[src/rtl/dlane_pkg.sv]
package dlane_pkg;

    // assembler progress: waiting for a frame boundary or filling a word
    typedef enum logic {
        ST_WAIT = 1'b0,
        ST_FILL = 1'b1
    } asm_state_e;

    // output coding selection
    typedef enum logic {
        FMT_PASS = 1'b0,
        FMT_FLIP = 1'b1
    } fmt_e;

endpackage

[src/rtl/dlane_half_capture.sv]
module dlane_half_capture #(
    parameter int LANES = 2
) (
    input  logic             clk_i,
    input  logic             rst_i,
    input  logic             frame_i,
    input  logic [LANES-1:0] lane_i,
    output logic             fall_frame_o,
    output logic [LANES-1:0] fall_lane_o
);

    typedef struct packed {
        logic             frame;
        logic [LANES-1:0] bits;
    } half_t;

    half_t half_d, half_q;

    // reset frame to 1 so a frame held high through reset shows no edge
    always_comb begin
        half_d.frame = rst_i ? 1'b1 : frame_i;
        half_d.bits  = rst_i ? '0   : lane_i;
    end

    always_ff @(negedge clk_i) begin
        half_q <= half_d;
    end

    assign fall_frame_o = half_q.frame;
    assign fall_lane_o  = half_q.bits;

endmodule

[src/rtl/dlane_word_assembler.sv]
module dlane_word_assembler
    import dlane_pkg::*;
#(
    parameter int WORD_W = 16,
    parameter int LANES  = 2
) (
    input  logic              clk_i,
    input  logic              rst_i,
    input  logic              fall_frame_i,
    input  logic [LANES-1:0]  fall_lane_i,
    input  logic              rise_frame_i,
    input  logic [LANES-1:0]  rise_lane_i,
    output logic              done_o,
    output logic [WORD_W-1:0] word_o
);

    localparam int HALVES = WORD_W / LANES;
    localparam int CNT_W  = (HALVES > 1) ? $clog2(HALVES) : 1;
    localparam logic [CNT_W-1:0] LAST = CNT_W'(HALVES - 1);

    typedef struct packed {
        asm_state_e        st;
        logic [CNT_W-1:0]  cnt;
        logic [WORD_W-1:0] sh;
        logic              prev_fr;
    } asm_t;

    asm_t asm_d, asm_q;
    logic              done_d;
    logic [WORD_W-1:0] word_d;

    // slot 0 is the earlier (falling-edge) half, slot 1 the rising-edge half
    logic [1:0]            slot_fr;
    logic [1:0][LANES-1:0] slot_bits;

    assign slot_fr[0]   = fall_frame_i;
    assign slot_fr[1]   = rise_frame_i;
    assign slot_bits[0] = fall_lane_i;
    assign slot_bits[1] = rise_lane_i;

    always_comb begin
        asm_d  = asm_q;
        done_d = 1'b0;
        word_d = '0;
        for (int s = 0; s < 2; s++) begin
            if (slot_fr[s] && !asm_d.prev_fr) begin
                asm_d.st  = ST_FILL;
                asm_d.cnt = '0;
            end
            asm_d.prev_fr = slot_fr[s];
            if (asm_d.st == ST_FILL) begin
                asm_d.sh = {asm_d.sh[WORD_W-LANES-1:0], slot_bits[s]};
                if (asm_d.cnt == LAST) begin
                    done_d    = 1'b1;
                    word_d    = asm_d.sh;
                    asm_d.st  = ST_WAIT;
                    asm_d.cnt = '0;
                end else begin
                    asm_d.cnt = asm_d.cnt + CNT_W'(1);
                end
            end
        end
        if (rst_i) begin
            asm_d.st      = ST_WAIT;
            asm_d.cnt     = '0;
            asm_d.sh      = '0;
            asm_d.prev_fr = 1'b1;
            done_d        = 1'b0;
            word_d        = '0;
        end
    end

    always_ff @(posedge clk_i) begin
        asm_q <= asm_d;
    end

    // completion is handed on combinationally; the formatter registers it
    assign done_o = done_d;
    assign word_o = word_d;

endmodule

[src/rtl/dlane_formatter.sv]
module dlane_formatter
    import dlane_pkg::*;
#(
    parameter int WORD_W = 16,
    parameter int RES_W  = 14
) (
    input  logic              clk_i,
    input  logic              rst_i,
    input  logic              done_i,
    input  logic [WORD_W-1:0] word_i,
    input  logic              fmt_i,
    output logic              valid_o,
    output logic [WORD_W-1:0] word_o,
    output logic [RES_W-1:0]  data_o
);

    localparam logic [WORD_W-1:0] MSB_MASK = {1'b1, {(WORD_W-1){1'b0}}};

    typedef struct packed {
        logic              valid;
        logic [WORD_W-1:0] word;
        logic [RES_W-1:0]  data;
    } out_t;

    out_t out_d, out_q;
    logic [WORD_W-1:0] coded;

    always_comb begin
        coded = (fmt_e'(fmt_i) == FMT_FLIP) ? (word_i ^ MSB_MASK) : word_i;
        out_d = out_q;
        out_d.valid = done_i;
        if (done_i) begin
            out_d.word = coded;
            out_d.data = coded[WORD_W-1 -: RES_W];
        end
        if (rst_i) begin
            out_d = '0;
        end
    end

    always_ff @(posedge clk_i) begin
        out_q <= out_d;
    end

    assign valid_o = out_q.valid;
    assign word_o  = out_q.word;
    assign data_o  = out_q.data;

endmodule

[src/rtl/dlane_deser.sv]
module dlane_deser #(
    parameter int WORD_W = 16,
    parameter int RES_W  = 14,
    parameter int LANES  = 2
) (
    input  logic              clk_i,
    input  logic              rst_i,
    input  logic              frame_i,
    input  logic [LANES-1:0]  lane_i,
    input  logic              fmt_i,
    output logic              valid_o,
    output logic [WORD_W-1:0] word_o,
    output logic [RES_W-1:0]  data_o
);

    logic              fall_frame;
    logic [LANES-1:0]  fall_lane;
    logic              asm_done;
    logic [WORD_W-1:0] asm_word;

    dlane_half_capture #(.LANES(LANES)) u_cap (
        .clk_i        (clk_i),
        .rst_i        (rst_i),
        .frame_i      (frame_i),
        .lane_i       (lane_i),
        .fall_frame_o (fall_frame),
        .fall_lane_o  (fall_lane)
    );

    dlane_word_assembler #(.WORD_W(WORD_W), .LANES(LANES)) u_asm (
        .clk_i        (clk_i),
        .rst_i        (rst_i),
        .fall_frame_i (fall_frame),
        .fall_lane_i  (fall_lane),
        .rise_frame_i (frame_i),
        .rise_lane_i  (lane_i),
        .done_o       (asm_done),
        .word_o       (asm_word)
    );

    dlane_formatter #(.WORD_W(WORD_W), .RES_W(RES_W)) u_fmt (
        .clk_i   (clk_i),
        .rst_i   (rst_i),
        .done_i  (asm_done),
        .word_i  (asm_word),
        .fmt_i   (fmt_i),
        .valid_o (valid_o),
        .word_o  (word_o),
        .data_o  (data_o)
    );

endmodule

[config.mk]
export PLATFORM = sky130hd
export DESIGN_NAME = dlane_deser
export DESIGN_NICKNAME = d
export VERILOG_FILES = /design/src/rtl/dlane_pkg.sv /design/src/rtl/dlane_half_capture.sv /design/src/rtl/dlane_word_assembler.sv /design/src/rtl/dlane_formatter.sv /design/src/rtl/dlane_deser.sv
export SDC_FILE = /design/constraint.sdc
export NUM_CORES = 1
export LEC_CHECK = 0
export CAP_MARGIN = 15
export CORE_MARGIN = 2
export CORE_UTILIZATION = 51
export DETAILED_ROUTE_END_ITERATION = 6
export PLACE_DENSITY = 0.76
export SETUP_SLACK_MARGIN = 0.3
export SYNTH_ARGS = -nofsm -noshare
export SYNTH_HDL_FRONTEND = slang
export SYNTH_SLANG_ARGS = --single-unit
[constraint.sdc]
create_clock -name clk_i -period 3.1 [get_ports clk_i]
set_input_delay 0.465 -clock clk_i [delete_from_list [all_inputs] [get_ports clk_i]]
set_output_delay 0.465 -clock clk_i [all_outputs]
set_load 0.05 [all_outputs]
==> results of run 1 <==
==> registers in the layout (all words and copies together), names as in the netlist <==
name                count
u_cap.fall_frame_o      1
u_fmt.valid_o           1
u_fmt.word_o            2
u_fmt.data_o           14
u_asm.asm_q            19
u_cap.fall_lane_o       2
==> per-layer routing <==
metal  share of wire (%)  vias up  GRT usage [%]
met5                   0        -              0
met4                 5.4        0          18.23
met3                 6.1       34          6.814
met2                  50      107          54.42
met1                  39      947          36.54
li1                    -      887              -
==> cell type report <==
type	count	share of cell area, %
clock inverter	5	1.444
clock buffer	6	2.926
inverter	3	0.4292
timing repair buffer	86	26.53
multi-input combinational	140	42.41
tap	48	1.873
sequential	39	24.39
==> worst max-delay path: stages (launching register included) <==
cell and delay [ps]:
dfxtp_2 310, or2b_1 270, and3_4 180, ha_4 270
mux2i_4 70, nor2_4 200, ha_4 190, a221oi_2 60
a31o_2 290, buf_12 160, a221oi_2 300, nor3_1 80
==> final timing paths <==
kind,start,end,slack (ps),depth (start not counted)
hold reg to reg,u_fmt.data_o[9],u_fmt.data_o[9],510,2
hold / removal,u_fmt.data_o[9],u_fmt.data_o[9],510,2
setup reg to reg,u_cap.fall_frame_o,u_fmt.data_o[2],-1030,11
setup / recovery,u_cap.fall_frame_o,u_fmt.data_o[2],-1030,11
==> per-stage QoR <==
| step | instance area, um2 | hold WS, ps | power [mW] | std cells |
|---|---|---|---|---|
| 6_report | 3207 | 510.2 | 1.544 | 327 |
| 3_5_place_dp | 2539 | 503.5 | 0.9012 | 294 |
| 2_1_floorplan | 2063 | 501.8 | 0.8088 | 210 |
| 3_3_place_gp | 2539 | 492.6 | 0.8885 | 294 |
| 5_1_grt | 3207 | 528.5 | 1.596 | 327 |
| 4_1_cts | 3090 | 511.5 | 1.484 | 320 |
==> timing repair <==
| item | 4_1_cts | 5_1_grt |
|---|---|---|
| setup buffers | 13 | 7 |
| hold buffers | 0 | 0 |
| setup endpoints to repair | 35 | 35 |
| gates cloned | 3 | 0 |
| gates resized for setup | 62 | 9 |
| pin swaps | 13 | 8 |
==> power groups by stage <==
stage	clock network, mW	registers, mW	logic, mW
after detailed placement	0.00805	0.601	0.292
after CTS	0.486	0.593	0.404
final	0.491	0.607	0.446
after global placement	0.00805	0.599	0.282
after floorplan	0.00805	0.603	0.198
after global routing	0.520	0.608	0.468
==> logic make-up (layout without fill, tap and decap cells) <==
group / Yosys count / after routing / share of synthesized area [%]
compound gates: 45 / 45 / 18.78
simple gates: 73 / 73 / 20.13
buf+inv: 31 / 100 / 9.423
xor+xnor: 2 / 2 / 0.8976
fa+ha+maj: 4 / 4 / 2.564
mux: 16 / 16 / 8.205
flops: 39 / 39 / 40.00
==> synth_stat cells <==
master,instances
and3_1,2
a31o_2,1
nand3b_1,1
inv_1,4
a21boi_1,1
and2_1,13
a21boi_0,1
a2111o_1,1
nand2_1,1
buf_2,3
a311oi_1,1
nor3_1,14
nor2b_1,4
or3b_4,1
a21oi_1,1
a21o_1,1
dfxtp_1,39
o2bb2ai_1,1
or2_2,1
buf_4,15
nor2_4,1
and2b_1,2
nand3_1,3
or2b_1,1
a31o_4,1
nor2_1,24
a211oi_1,16
nand4_1,1
buf_6,1
and3b_1,1
nand4b_1,1
a221oi_1,14
clkbuf_1,8
o21ai_0,4
a2bb2oi_2,1
nand2b_1,2
ha_1,4
xnor2_1,2
o22ai_1,1
mux2i_1,16
==> results.txt, run 1 <==
Sw power -> 0.4945 mW
Seq/Total Area, Yosys -> 40.00%
CTS H-tree lvls -> 2
Largest net degree at the start of global routing -> 38
Post-route ant nets -> 0
Combinational Power Share -> 28.9%
IO Pins -> 37
Antenna diodes -> 0
Commonest cells after routing, fill and taps aside -> dfxtp_1, clkdlybuf4s50_1, buf_4, nor2_1, a211oi_2
IO buf count -> 36
Worst Path Required -> 3260 ps
DP HPWL -> 3.308 mm
VDD IR max -> 433.5 uV
First-pass detailed-route iteration total -> 4
Die ar. -> 4338 um2
Fin Clk Skew -> 70.00 ps
Worst-margin pin slew -> 541.6 ps
Die span in y -> 65.87 um
Clock-pin slew on the worst setup and hold paths -> 80 ps
DR WL/cell -> 20.75 um
First-pass GRT wire length -> 10.28 mm
Share of layout cells above drive strength 1 -> 41.94%
Lkg Pwr -> 1.272 nW
Yosys cell types -> 40
Place WS -> -952.0 ps
CTS max path bufs -> 2
Grt total ovfl -> 0
Net Count, Synth -> 220
CP startpoint kind -> flop
CTS root buf -> clkbuf_8
Register area -> 782.0 um2
Setup TNS -> -25,350 ps
Number of global-route vias before repair -> 2,001
Area taken by multi-input logic gates -> 1360 um2
Chip width -> 65.87 um
Core area -> 3661 um2
Layout Utilization -> 87.59%
Cell Pwr Density -> 481.5 nW/um2
Worst EP arrival -> 4290 ps
Status -> complete, but fails checks
Crit path kind -> reg2reg
Final hold violation count -> 0
Sw frac -> 32.03%
Final setup margin -> -1026 ps
Final-stage net count -> 288
Gr usage total -> 31.87%
Effective utilization at floorplan -> 53.32%
Worst Path Max Fanout -> 7
RSZ-0062 raised after global routing -> yes
Skew-Pair Late Insertion Delay -> 360 ps
Int Power -> 1.049 mW
Sink Count -> 39
Syn avg cell area -> 9.295 um2
Via count -> 1,975
Flop pwr share -> 39.3%
Vias per cell -> 6.040
Violated checks -> negative setup slack
Synthesized cell area -> 1952 um2
Final setup violation count -> 35
Synthesis-stage register bit count -> 39
GP Congestion -> 0.8825
Post-synth top area cell -> dfxtp_1
Normalized max-slew margin -> 63.51%
Max-slew violation count -> 0
Filler cells -> 154
Clock share of power -> 31.8%
Max cap viols -> 0
Drt total wl -> 6.784 mm
Worst setup EP type -> flop
Syn Inst Count -> 210
Rows -> 22
TritonCTS Buffers -> 5
Commonest non-fill, non-tap cell in the layout -> dfxtp_1
Hold Path Class -> reg2reg
Syn-to-layout area delta -> 64.30%
Remaining DRCs -> 0
Initial antenna violation count -> 0
Warnings from Yosys -> 0
CTS tree -> built
Yosys top cell area share -> 40.00%
Initial DRC count -> 232
Top post-synthesis cells by area -> dfxtp_1, mux2i_1, a221oi_1
Note: power is estimated with default switching activity, not from simulation.
==> run 2, diff against run 1 <==
--- a/config.mk
+++ b/config.mk
@@ -11,6 +11,7 @@
 export DETAILED_ROUTE_END_ITERATION = 6
 export PLACE_DENSITY = 0.76
 export SETUP_SLACK_MARGIN = 0.3
+export SLEW_MARGIN = 20
 export SYNTH_ARGS = -nofsm -noshare
 export SYNTH_HDL_FRONTEND = slang
 export SYNTH_SLANG_ARGS = --single-unit
==> results of run 2 <==
Final layout, timing and power as in run 1 (identical DEF).
==> run 3, diff against run 2 <==
--- a/config.mk
+++ b/config.mk
@@ -6,6 +6,7 @@
 export NUM_CORES = 1
 export LEC_CHECK = 0
 export CAP_MARGIN = 15
+export CORE_ASPECT_RATIO = 0.6
 export CORE_MARGIN = 2
 export CORE_UTILIZATION = 51
 export DETAILED_ROUTE_END_ITERATION = 6
==> run 3 against run 2 <==
Net effect:
- the flow still finishes with violations (negative setup slack)
- routed wire length up 15%
- final cell count decreased by 2.1%
- worst hold slack improved by 35 ps
- register-to-register slack worse by 30 ps
- sequential power about the same
- final area shrank 0.47%
- clock power is 5.9% lower
- worst setup slack got worse by 34 ps
==> results.txt, run 3 (synthesis results as in run 1) <==
Status -> complete, but fails checks
Violated checks -> negative setup slack
Max-slew violation count -> 0 (unchanged)
Die ar. -> 4354 um2 (+0.37%)
Effective utilization at floorplan -> 53.35% (about the same)
Chip width -> 83.87 um (+27%)
Cell Pwr Density -> 490.8 nW/um2 (+1.9%)
RSZ-0062 raised after global routing -> yes
CTS max path bufs -> 2 (unchanged)
DP HPWL -> 3.647 mm (+10%)
Final setup violation count -> 35 (unchanged)
Vias per cell -> 6.594 (+9.2%)
GP Congestion -> 0.8856 (+0.35%)
First-pass GRT wire length -> 10.15 mm (-1.3%)
Skew-Pair Late Insertion Delay -> 360 ps (about the same)
Commonest non-fill, non-tap cell in the layout -> dfxtp_1
Remaining DRCs -> 0 (unchanged)
Largest net degree at the start of global routing -> 36 (-5.3%)
Crit-path leading delay family -> simple AND/OR/NAND/NOR gates
Number of global-route vias before repair -> 1,890 (-5.5%)
Initial antenna violation count -> 0 (unchanged)
Dpl cell area -> 2502 um2 (-1.4%)
Gr usage total -> 31.17% (-0.70 points)
Crit path buffers/inverters -> 0 (-1)
VDD IR max -> 372.1 uV (-14%)
Worst Path Required -> 3290 ps (+30 ps)
Setup TNS -> -26,060 ps (-704.3 ps)
Max FFs per register -> 19 (unchanged)
Final-stage net count -> 282 (-2.1%)
Hold Slack -> 545.4 ps (+35.21 ps)
Die span in y -> 51.92 um (-21%)
Crit path kind -> reg2reg
Total power -> 1.567 mW (+1.5%)
Sw power -> 0.5376 mW (+8.7%)
Commonest cells after routing, fill and taps aside -> dfxtp_1, clkdlybuf4s50_1, buf_4, nor2_1
Worst-margin pin slew -> 557.0 ps (+15.40 ps)
Most common cell on crit path -> ha_4
Clock share of power -> 29.5% (-2.3 points)
Rows -> 17 (-23%)
Post-route ant nets -> 0 (unchanged)
Fin Clk Skew -> 64.39 ps (-5.605 ps)
Layout Utilization -> 87.24% (-0.35 points)
Crit-path cells -> or2b_1 > and3_4 > ha_4 > mux2i_4 > nor2_4 > ha_4 > a221oi_4 > a31o_4 > a221oi_2 > nor3_1
CTS tree -> built
Normalized max-slew margin -> 62.75% (-0.76 points)
Clock-pin slew on the worst setup and hold paths -> 90 ps (about the same)
Cell area after layout -> 3192 um2 (-0.47%)
Worst setup EP type -> flop
IO buf count -> 36 (unchanged)
Drt total wl -> 7.797 mm (+15%)
Final setup margin -> -1060 ps (-34.03 ps)
Max cap viols -> 0 (unchanged)
CTS H-tree lvls -> 2 (unchanged)
Sw frac -> 34.32% (+2.3 points)
Place WS -> -1017 ps (-64.55 ps)
Worst EP arrival -> 4350 ps (+60 ps)
Crit-path max cell delay -> 320 ps (about the same)
DP Cell Count -> 290 (-1.4%)
First-pass detailed-route iteration total -> 7 (+3)
IO Pins -> 37 (unchanged)
DR WL/cell -> 24.37 um (+17%)
Flop pwr share -> 38.8% (-0.5 points)
Via count -> 2,110 (+6.8%)
Combinational Power Share -> 31.7% (+2.8 points)
Sink Count -> 39 (unchanged)
Core area -> 3659 um2 (about the same)
Lkg Pwr -> 1.257 nW (-1.2%)
Worst Path Max Fanout -> 7 (unchanged)
Syn-to-layout area delta -> 63.53%
CP max stage cell -> a221oi_4
Biggest register -> u_asm.asm_q
Final hold violation count -> 0 (unchanged)
Int Power -> 1.029 mW (-2.0%)
Hold Path Class -> reg2reg
CP startpoint kind -> flop
Initial DRC count -> 247 (+6.5%)
TritonCTS Buffers -> 5 (unchanged)
Grt total ovfl -> 0 (unchanged)
Antenna diodes -> 0 (unchanged)
Hold_buf cts -> 0 (unchanged)
CTS root buf -> clkbuf_8
Share of layout cells above drive strength 1 -> 39.19% (-2.7 points)
Non-Filler Instances -> 320 (-2.1%)
-- run 3: changes by cell type in the layout (fill, tap and decap cells not counted), moves of 2 or more --
cell and change:
buf_4 -13, a211oi_2 -7, a211oi_1 +6, buf_6 +5
a31o_4 +2, nor2_4 -2, nor3_2 +2
-- run 3: area by class of cell --
| class | instances | area (um2) |
|---|---|---|
| Clock buffer | 5 | 68.82 |
| Tap cell | 47 | 58.81 |
| Inverter | 3 | 11.26 |
| Multi-Input combinational cell | 141 | 1378 |
| Sequential cell | 39 | 782.0 |
| Fill cell | 147 | 466.7 |
| Clock inverter | 6 | 53.80 |
| Timing Repair Buffer | 79 | 839.6 |
-- run 3: path summary, 6_finish.rpt --
check             slack [ps]          endpoint          startpoint  cells after the start
setup / recovery       -1060   u_fmt.data_o[9]  u_cap.fall_frame_o                     10
hold / removal           550  u_fmt.data_o[10]    u_fmt.data_o[10]                      2
setup reg to reg       -1060   u_fmt.data_o[9]  u_cap.fall_frame_o                     10
hold reg to reg          550  u_fmt.data_o[10]    u_fmt.data_o[10]                      2
-- run 3: power by group through the flow --
| stage | Sequential, mW | Clock (mW) | Combinational, mW |
|---|---|---|---|
| detailed placement | 0.605 | 0.00805 | 0.295 |
| global placement | 0.600 | 0.00805 | 0.284 |
| finish | 0.608 | 0.462 | 0.496 |
| floorplan | 0.603 | 0.00805 | 0.198 |
| CTS | 0.599 | 0.447 | 0.386 |
| global route | 0.611 | 0.483 | 0.514 |
-- run 3: worst min-delay path, stage by stage, from the launching register on --
cell	delay, ps
dfxtp_1	340
nor2_1	100
nor3_1	60
-- run 3: layer usage --
layer	part of all wire (%)	global-route usage, %	vias up
met4	4.1	9.409	0
met1	40	40.39	1020
met3	11	11.43	38
met2	45	49.20	166
li1	-	-	886
met5	0	0	-
-- run 3: what timing repair did --
action / in CTS / in global routing
pin swaps: 9 / 13
cloned: 3 / 2
setup buffers: 11 / 4
resized for setup: 44 / 30
setup endpoints to repair: 35 / 35
